[config.mk]
export PLATFORM = sky130hd
export DESIGN_NAME = cfr_responder
export DESIGN_NICKNAME = d
export VERILOG_FILES = /design/src/rtl/cfr_pkg.sv /design/src/rtl/cfr_csum.sv /design/src/rtl/cfr_gap_timer.sv /design/src/rtl/cfr_responder.sv
export SDC_FILE = /design/constraint.sdc
export NUM_CORES = 1
export LEC_CHECK = 0
export ABC_AREA = 0
export BUFFER_PORTS_ARGS = -buffer_cell sky130_fd_sc_hd__buf_4
export CORE_MARGIN = 2
export CORE_UTILIZATION = 40
export CTS_BUF_LIST = sky130_fd_sc_hd__clkbuf_4 sky130_fd_sc_hd__clkbuf_8 sky130_fd_sc_hd__clkbuf_16
export DETAILED_ROUTE_END_ITERATION = 12
export SYNTH_ARGS = -nofsm -noshare
export SYNTH_HDL_FRONTEND = slang
export SYNTH_HIERARCHICAL = 1
export SYNTH_SLANG_ARGS = --single-unit
[constraint.sdc]
create_clock -name clk -period 12.8 [get_ports clk]
set_input_delay 0.64 -clock clk [delete_from_list [all_inputs] [get_ports clk]]
set_output_delay 0.64 -clock clk [all_outputs]
set_load 0.005 [all_outputs]
[src/rtl/cfr_pkg.sv]
package cfr_pkg;

    typedef enum logic [3:0] {
        ST_IDLE,
        ST_CMD_RX,
        ST_CMD_END,
        ST_DATA_RX,
        ST_ACK2_GAP,
        ST_STAT_GAP,
        ST_RD_LOAD,
        ST_SEND,
        ST_DRAIN
    } cfr_state_e;

    typedef enum logic [1:0] {
        KIND_NONE,
        KIND_IMM,
        KIND_SEND,
        KIND_RECV
    } cfr_kind_e;

    localparam logic [7:0] CH_ACK  = 8'h41;
    localparam logic [7:0] CH_NAK  = 8'h4E;
    localparam logic [7:0] CH_DONE = 8'h43;
    localparam logic [7:0] CH_ERR  = 8'h45;

    // 8-bit add with the carry folded back into bit 0
    function automatic logic [7:0] fold_add(input logic [7:0] a, input logic [7:0] b);
        logic [8:0] s;
        s = {1'b0, a} + {1'b0, b};
        return s[7:0] + {7'd0, s[8]};
    endfunction

endpackage

[src/rtl/cfr_csum.sv]
module cfr_csum (
    input  logic       clk,
    input  logic       rst_n,
    input  logic       clr,
    input  logic       add,
    input  logic [7:0] din,
    output logic [7:0] sum
);
    always_ff @(posedge clk or negedge rst_n) begin
        if (!rst_n)   sum <= '0;
        else if (clr) sum <= '0;
        else if (add) sum <= cfr_pkg::fold_add(sum, din);
    end
endmodule

[src/rtl/cfr_gap_timer.sv]
module cfr_gap_timer #(
    parameter int W = 16
) (
    input  logic         clk,
    input  logic         rst_n,
    input  logic         run,
    input  logic [W-1:0] limit,
    output logic         done
);
    logic [W-1:0] cnt;

    assign done = run && (cnt == limit);

    always_ff @(posedge clk or negedge rst_n) begin
        if (!rst_n)     cnt <= '0;
        else if (!run)  cnt <= '0;
        else if (!done) cnt <= cnt + 1'b1;
    end
endmodule

[src/rtl/cfr_responder.sv]
module cfr_responder #(
    parameter int unsigned CLK_HZ  = 50_000_000,
    parameter int unsigned DLEN    = 128,
    parameter logic [7:0]  OP_IMM  = 8'h53,
    parameter logic [7:0]  OP_SEND = 8'h57,
    parameter logic [7:0]  OP_RECV = 8'h52,
    parameter int unsigned ACK2_US = 1000,
    parameter int unsigned STAT_US = 300
) (
    input  logic                       clk,
    input  logic                       rst_n,
    input  logic                       cmd_n,
    input  logic [7:0]                 dev_addr,
    input  logic                       rx_valid,
    input  logic [7:0]                 rx_data,
    output logic                       tx_valid,
    output logic [7:0]                 tx_data,
    input  logic                       tx_ready,
    input  logic                       exec_err,
    output logic [7:0]                 cmd_op,
    output logic [15:0]                cmd_aux,
    output logic                       wr_valid,
    output logic [7:0]                 wr_data,
    output logic [$clog2(DLEN+1)-1:0]  rd_idx,
    input  logic [7:0]                 rd_data
);
    import cfr_pkg::*;

    localparam int unsigned ACK2_CYC = int'((64'(CLK_HZ) * ACK2_US) / 64'd1_000_000);
    localparam int unsigned STAT_CYC = int'((64'(CLK_HZ) * STAT_US) / 64'd1_000_000);
    localparam int unsigned GAP_MAX  = (ACK2_CYC > STAT_CYC) ? ACK2_CYC : STAT_CYC;
    localparam int TW = $clog2(GAP_MAX + 2);
    localparam int IW = $clog2(DLEN + 1);
    localparam int CW = $clog2(DLEN + 6);
    localparam logic [CW-1:0] LAST = CW'(DLEN);

    cfr_state_e st, st_nx, ret, ret_nx;
    cfr_kind_e  kind;
    logic [7:0] tx_byte, tx_byte_nx;
    logic [CW-1:0] cnt;
    logic cmd_q, cmd_fall, addr_ok, sum_ok;
    logic cs_clr, cs_add, gap_run, gap_done;
    logic [7:0] cs_din, cs_sum;
    logic [TW-1:0] gap_limit;

    assign cmd_fall = cmd_q && !cmd_n;

    always_comb begin
        if      (cmd_op == OP_IMM)  kind = KIND_IMM;
        else if (cmd_op == OP_SEND) kind = KIND_SEND;
        else if (cmd_op == OP_RECV) kind = KIND_RECV;
        else                        kind = KIND_NONE;
    end

    // next-state process
    always_comb begin
        st_nx      = st;
        ret_nx     = ret;
        tx_byte_nx = tx_byte;
        if (cmd_fall) begin
            st_nx = ST_CMD_RX;
        end else begin
            unique case (st)
                ST_IDLE: ;
                ST_CMD_RX: begin
                    if (rx_valid && cnt == CW'(4)) st_nx = ST_CMD_END;
                    else if (cmd_n)                st_nx = ST_IDLE;
                end
                ST_CMD_END: if (cmd_n) begin
                    if (!(addr_ok && sum_ok)) begin
                        st_nx = ST_IDLE;
                    end else if (kind == KIND_NONE) begin
                        st_nx = ST_SEND; tx_byte_nx = CH_NAK; ret_nx = ST_IDLE;
                    end else begin
                        st_nx = ST_SEND; tx_byte_nx = CH_ACK;
                        ret_nx = (kind == KIND_SEND) ? ST_DATA_RX : ST_STAT_GAP;
                    end
                end
                ST_DATA_RX: if (rx_valid && cnt == LAST) st_nx = ST_ACK2_GAP;
                ST_ACK2_GAP: if (gap_done) begin
                    st_nx      = ST_SEND;
                    tx_byte_nx = sum_ok ? CH_ACK : CH_NAK;
                    ret_nx     = sum_ok ? ST_STAT_GAP : ST_IDLE;
                end
                ST_STAT_GAP: if (gap_done) begin
                    st_nx      = ST_SEND;
                    tx_byte_nx = exec_err ? CH_ERR : CH_DONE;
                    ret_nx     = (kind == KIND_RECV && !exec_err) ? ST_RD_LOAD : ST_IDLE;
                end
                ST_RD_LOAD: begin
                    st_nx      = ST_SEND;
                    tx_byte_nx = (cnt == LAST) ? cs_sum : rd_data;
                    ret_nx     = (cnt == LAST) ? ST_IDLE : ST_RD_LOAD;
                end
                ST_SEND:  if (tx_ready) st_nx = ST_DRAIN;
                ST_DRAIN: if (tx_ready) st_nx = ret;
                default:  st_nx = ST_IDLE;
            endcase
        end
    end

    // state register and frame-field registers
    always_ff @(posedge clk or negedge rst_n) begin
        if (!rst_n) begin
            st <= ST_IDLE; ret <= ST_IDLE; tx_byte <= '0; cmd_q <= 1'b1;
            cnt <= '0; addr_ok <= 1'b0; sum_ok <= 1'b0;
            cmd_op <= '0; cmd_aux <= '0;
        end else begin
            st <= st_nx; ret <= ret_nx; tx_byte <= tx_byte_nx; cmd_q <= cmd_n;
            if (cmd_fall) begin
                cnt <= '0;
            end else begin
                unique case (st)
                    ST_CMD_RX: if (rx_valid) begin
                        cnt <= cnt + 1'b1;
                        case (cnt)
                            CW'(0):  addr_ok <= (rx_data == dev_addr);
                            CW'(1):  cmd_op <= rx_data;
                            CW'(2):  cmd_aux[7:0] <= rx_data;
                            CW'(3):  cmd_aux[15:8] <= rx_data;
                            default: sum_ok <= (rx_data == cs_sum);
                        endcase
                    end
                    ST_CMD_END:  cnt <= '0;
                    ST_DATA_RX: if (rx_valid) begin
                        cnt <= cnt + 1'b1;
                        if (cnt == LAST) sum_ok <= (rx_data == cs_sum);
                    end
                    ST_STAT_GAP: cnt <= '0;
                    ST_RD_LOAD:  cnt <= cnt + 1'b1;
                    default: ;
                endcase
            end
        end
    end

    // checksum and turnaround timer
    assign cs_clr = cmd_fall || (st == ST_CMD_END && cmd_n) || (st == ST_STAT_GAP && gap_done);
    assign cs_add = (st == ST_CMD_RX  && rx_valid && cnt < CW'(4))
                 || (st == ST_DATA_RX && rx_valid && cnt < LAST)
                 || (st == ST_RD_LOAD && cnt < LAST);
    assign cs_din = (st == ST_RD_LOAD) ? rd_data : rx_data;

    cfr_csum u_csum (
        .clk(clk), .rst_n(rst_n), .clr(cs_clr), .add(cs_add), .din(cs_din), .sum(cs_sum)
    );

    assign gap_run   = (st == ST_ACK2_GAP) || (st == ST_STAT_GAP);
    assign gap_limit = (st == ST_ACK2_GAP) ? TW'(ACK2_CYC) : TW'(STAT_CYC);

    cfr_gap_timer #(.W(TW)) u_gap (
        .clk(clk), .rst_n(rst_n), .run(gap_run), .limit(gap_limit), .done(gap_done)
    );

    // output process
    always_comb begin
        tx_valid = (st == ST_SEND);
        tx_data  = tx_byte;
        wr_valid = (st == ST_DATA_RX) && rx_valid && (cnt < LAST) && !cmd_fall;
        wr_data  = rx_data;
        rd_idx   = cnt[IW-1:0];
    end
endmodule

==> metrics.md <==
| Metric | Value |
|---|---|
| Max-Cap Viols | 0 |
| Setup ws final | 7912 ps |
| Top cell type by total area after synthesis | dfrtp_1 |
| Clock power share | 0.262 |
| Pint | 0.6493 mW |
| NumNets Final | 638 |
| NetSw | 0.3634 mW |
| Post-synthesis sequential area ratio | 0.3738 |
| Core Rows | 40 |
| Clk Latency, worst-skew pair | 350 ps |
| Reg2reg start | st[2]$_DFFE_PN0P_ |
| Leak | 2.639 nW |
| Initial antenna violation count | 0 |
| Final Hold Fails | 0 |
| DP Wirelength | 9.720 mm |
| Pwr/cell area | 169.5 nW/um2 |
| Drt total wl | 13.21 mm |
| CTS root buffer | clkbuf_16 |
| Post-Route Utilization | 0.4953 |
| Hold-fix buffers, CTS | 0 |
| Reg clk slew, reported paths | 70 ps |
| Core area | 12060 um2 |
| DRT iter0 DRCs | 297 |
| Share of cells above drive strength 1 | 0.2496 |
| Tot Pwr | 1.013 mW |
| Setup crit end kind | flip-flop |
| Total number of vias | 4294 |
| FMAX | 204.6 MHz |
| Cts bufs inserted | 9 |
| GR Overflow Total | 0 |
| CTS Buffer Depth | 2 |
| Drt drc | 0 |
| Critical Path Source Type | flip-flop |
| Sw Ratio | 0.3589 |
| Global-route wire length before repair | 22.07 mm |
| Worst Setup SP | st[2]$_DFFE_PN0P_ |
| Combinational Power Share | 0.391 |
| Die H | 115.3 um |
| Ys flop type | dfrtp_1 |
| Gpl congestion | 0.9357 |
| DR vias/cell | 5.613 |
| Starting Density | 0.4110 |
| Post-synth top area share | 0.3685 |
| Area delta synth->final | 20.52% |
| Vias in the first global route | 4216 |
| Setup TNS | 0 ps |
| # clock sinks | 74 |
| Post-CTS setup buffer count | 0 |
| H-tree levels | 3 |
| FF+latch count, synth | 74 |
| DIE AREA | 13300 um2 |
| Final setup vio count | 0 |
| RSZ-0062 raised after global routing | no |
| CP Max Fanout | 15 |
| Chip Width | 115.3 um |
| Post-CTS sizing | 0 |
| Synth top area cells | dfrtp_1 37%, mux2_2 6.4%, xnor2_1 6.0% |
| Synth warn | 6 |
| Worst slew margin | 0.1650 |
| Cells after Synth | 522 |
| Netlist cell types | 79 |
| Avg Cell Area, Syn | 9.497 um2 |
| Sequential share of power | 0.347 |
| Routed Antenna Nets | 0 |
| Pre-CTS setup slack | 8053 ps |
| DP Cell Count | 749 |
| HP Class | input pin to asynchronous set/reset pin |
| Detailed Routing Iterations Pass 1 | 4 |
| Status | finished, final reports clean |
| Slew @ Worst Pin | 1239 ps |
| CTS tree | done |
| Post-Layout Cell Count | 765 |
| Final worst path period share | 0.3819 |
| Critical path class | flip-flop to flip-flop |
| Commonest cells post-synth | 73 x dfrtp_1, 54 x nand2_1, 35 x nor2_1 |
| Final min period | 4888 ps |
| # diodes | 0 |
| WP data arrival | 5120 ps |
| Worst IR drop on VDD | 90.59 uV |
| Fraction of registers with async set/reset | 1.000 |
| Number of enable flip-flop cells after synthesis | 0 |
| Total GRT Usage | 0.2129 |
| Slew Limit Fails | 0 |
| Mapped cell area | 4957 um2 |
| Clk_skew | 13.12 ps |
| Wire per inst | 17.27 um |
| I/O pin total | 80 |
| Buffers on Ports | 79 |
| Cell with the most instances after synthesis | dfrtp_1 |
| Crit path required time | 13040 ps |
| Largest net degree at the start of global routing | 75 |
-- worst paths after layout --
kind                                              to  slack [ps]  depth (start not counted)
setup / recovery           u_csum/sum[6]$_DFFE_PN0P_        7910                         18
hold / removal               cmd_aux[15]$_DFFE_PN0P_         430                          1
setup reg to reg           u_csum/sum[6]$_DFFE_PN0P_        7910                         18
hold reg to reg                   ret[1]$_DFFE_PN0P_         480                          2
max in group asynchronous   u_gap/cnt[9]$_DFFE_PN0P_       11730                          1
min in group clk                     cmd_q$_DFF_PN1_         430                          1
-- cells by family after synthesis --
| logic type | synth area share |
|---|---|
| simple gates | 0.2075 |
| buf+inv | 0.04341 |
| compound gates | 0.1600 |
| mux | 0.09843 |
| flops | 0.3738 |
| xor+xnor | 0.07345 |
| other cells | 0.001515 |
| fa+ha+maj | 0.04190 |
-- sequential cells by signal, summed over array words and instances (netlist names) --
register    flops
u_csum/sum      8
tx_data         8
rd_idx          8
st              4
cmd_op          8
ret             3
cmd_q           1
cmd_aux        16
sum_ok          1
u_gap/cnt      16
addr_ok         1
-- final cells by class --
type / count / area [um2]
Fill cell: 1135 / 6087
Multi-Input combinational cell: 411 / 2924
Timing Repair Buffer: 84 / 630.6
Sequential cell: 74 / 1853
Clock inverter: 6 / 72.57
Clock buffer: 10 / 239.0
Tap cell: 168 / 210.2
Inverter: 12 / 45.04
-- power groups by stage --
stage	sequential (mW)	clock, mW	combinational (mW)
global route	0.360	0.283	0.436
detailed placement	0.355	0	0.394
global placement	0.352	0	0.390
CTS	0.351	0.272	0.396
finish	0.351	0.266	0.396
floorplan	0.338	0	0.259
-- cells in the final DEF, fill, tap and decap left out, types with 3 or more instances in the layout --
cell,count
a211oi_1,8
a21oi_1,25
a221oi_1,4
a22o_1,4
a31oi_1,3
buf_4,84
clkbuf_16,9
conb_1,7
dfrtp_1,73
ha_1,15
inv_1,12
inv_6,3
mux2_2,28
mux2i_1,15
nand2_1,54
nand2_4,3
nand2b_1,11
nand3_1,12
nand4_1,11
nor2_1,35
nor2b_1,7
nor3_1,12
nor4_1,4
nor4b_1,3
o2111ai_1,4
o21a_1,4
o21ai_0,15
o21ai_1,7
o22ai_1,3
o31ai_1,10
o41ai_1,3
or2_2,3
or3_1,7
or4_1,4
xnor2_1,34
xor2_1,5
-- critical path, stage by stage, from the launching register on --
cell      delay [ps]
dfrtp_1          570
nor2b_1          480
nand3_1          640
nand2_1          230
nand2_1           80
ha_1             230
fa_1             420
a211oi_2         440
nor2_1           150
o221a_2          250
o21ai_0          150
nand2b_1          80
ha_1             210
ha_1             210
nand2_1           60
nor3_1            60
nand2_1          100
xnor3_1          200
a211oi_1         230
-- metal layers --
metal | vias up | global-route usage | share of wire
met5 | - | 0 | 0
met4 | 0 | 0.05703 | 0.012
met3 | 15 | 0.04428 | 0.045
met2 | 117 | 0.3466 | 0.49
met1 | 2112 | 0.2889 | 0.46
li1 | 2050 | - | -
-- through the flow --
step / instance area (um2) / hold WS, ps
6_report: 5974 / 428.3
5_1_grt: 5974 / 422.1
4_1_cts: 5974 / 419.3
3_5_place_dp: 5663 / 473.2
3_3_place_gp: 5663 / 475.4
2_1_floorplan: 4976 / 344.4
No activity file was read; power rests on OpenSTA's default activity.
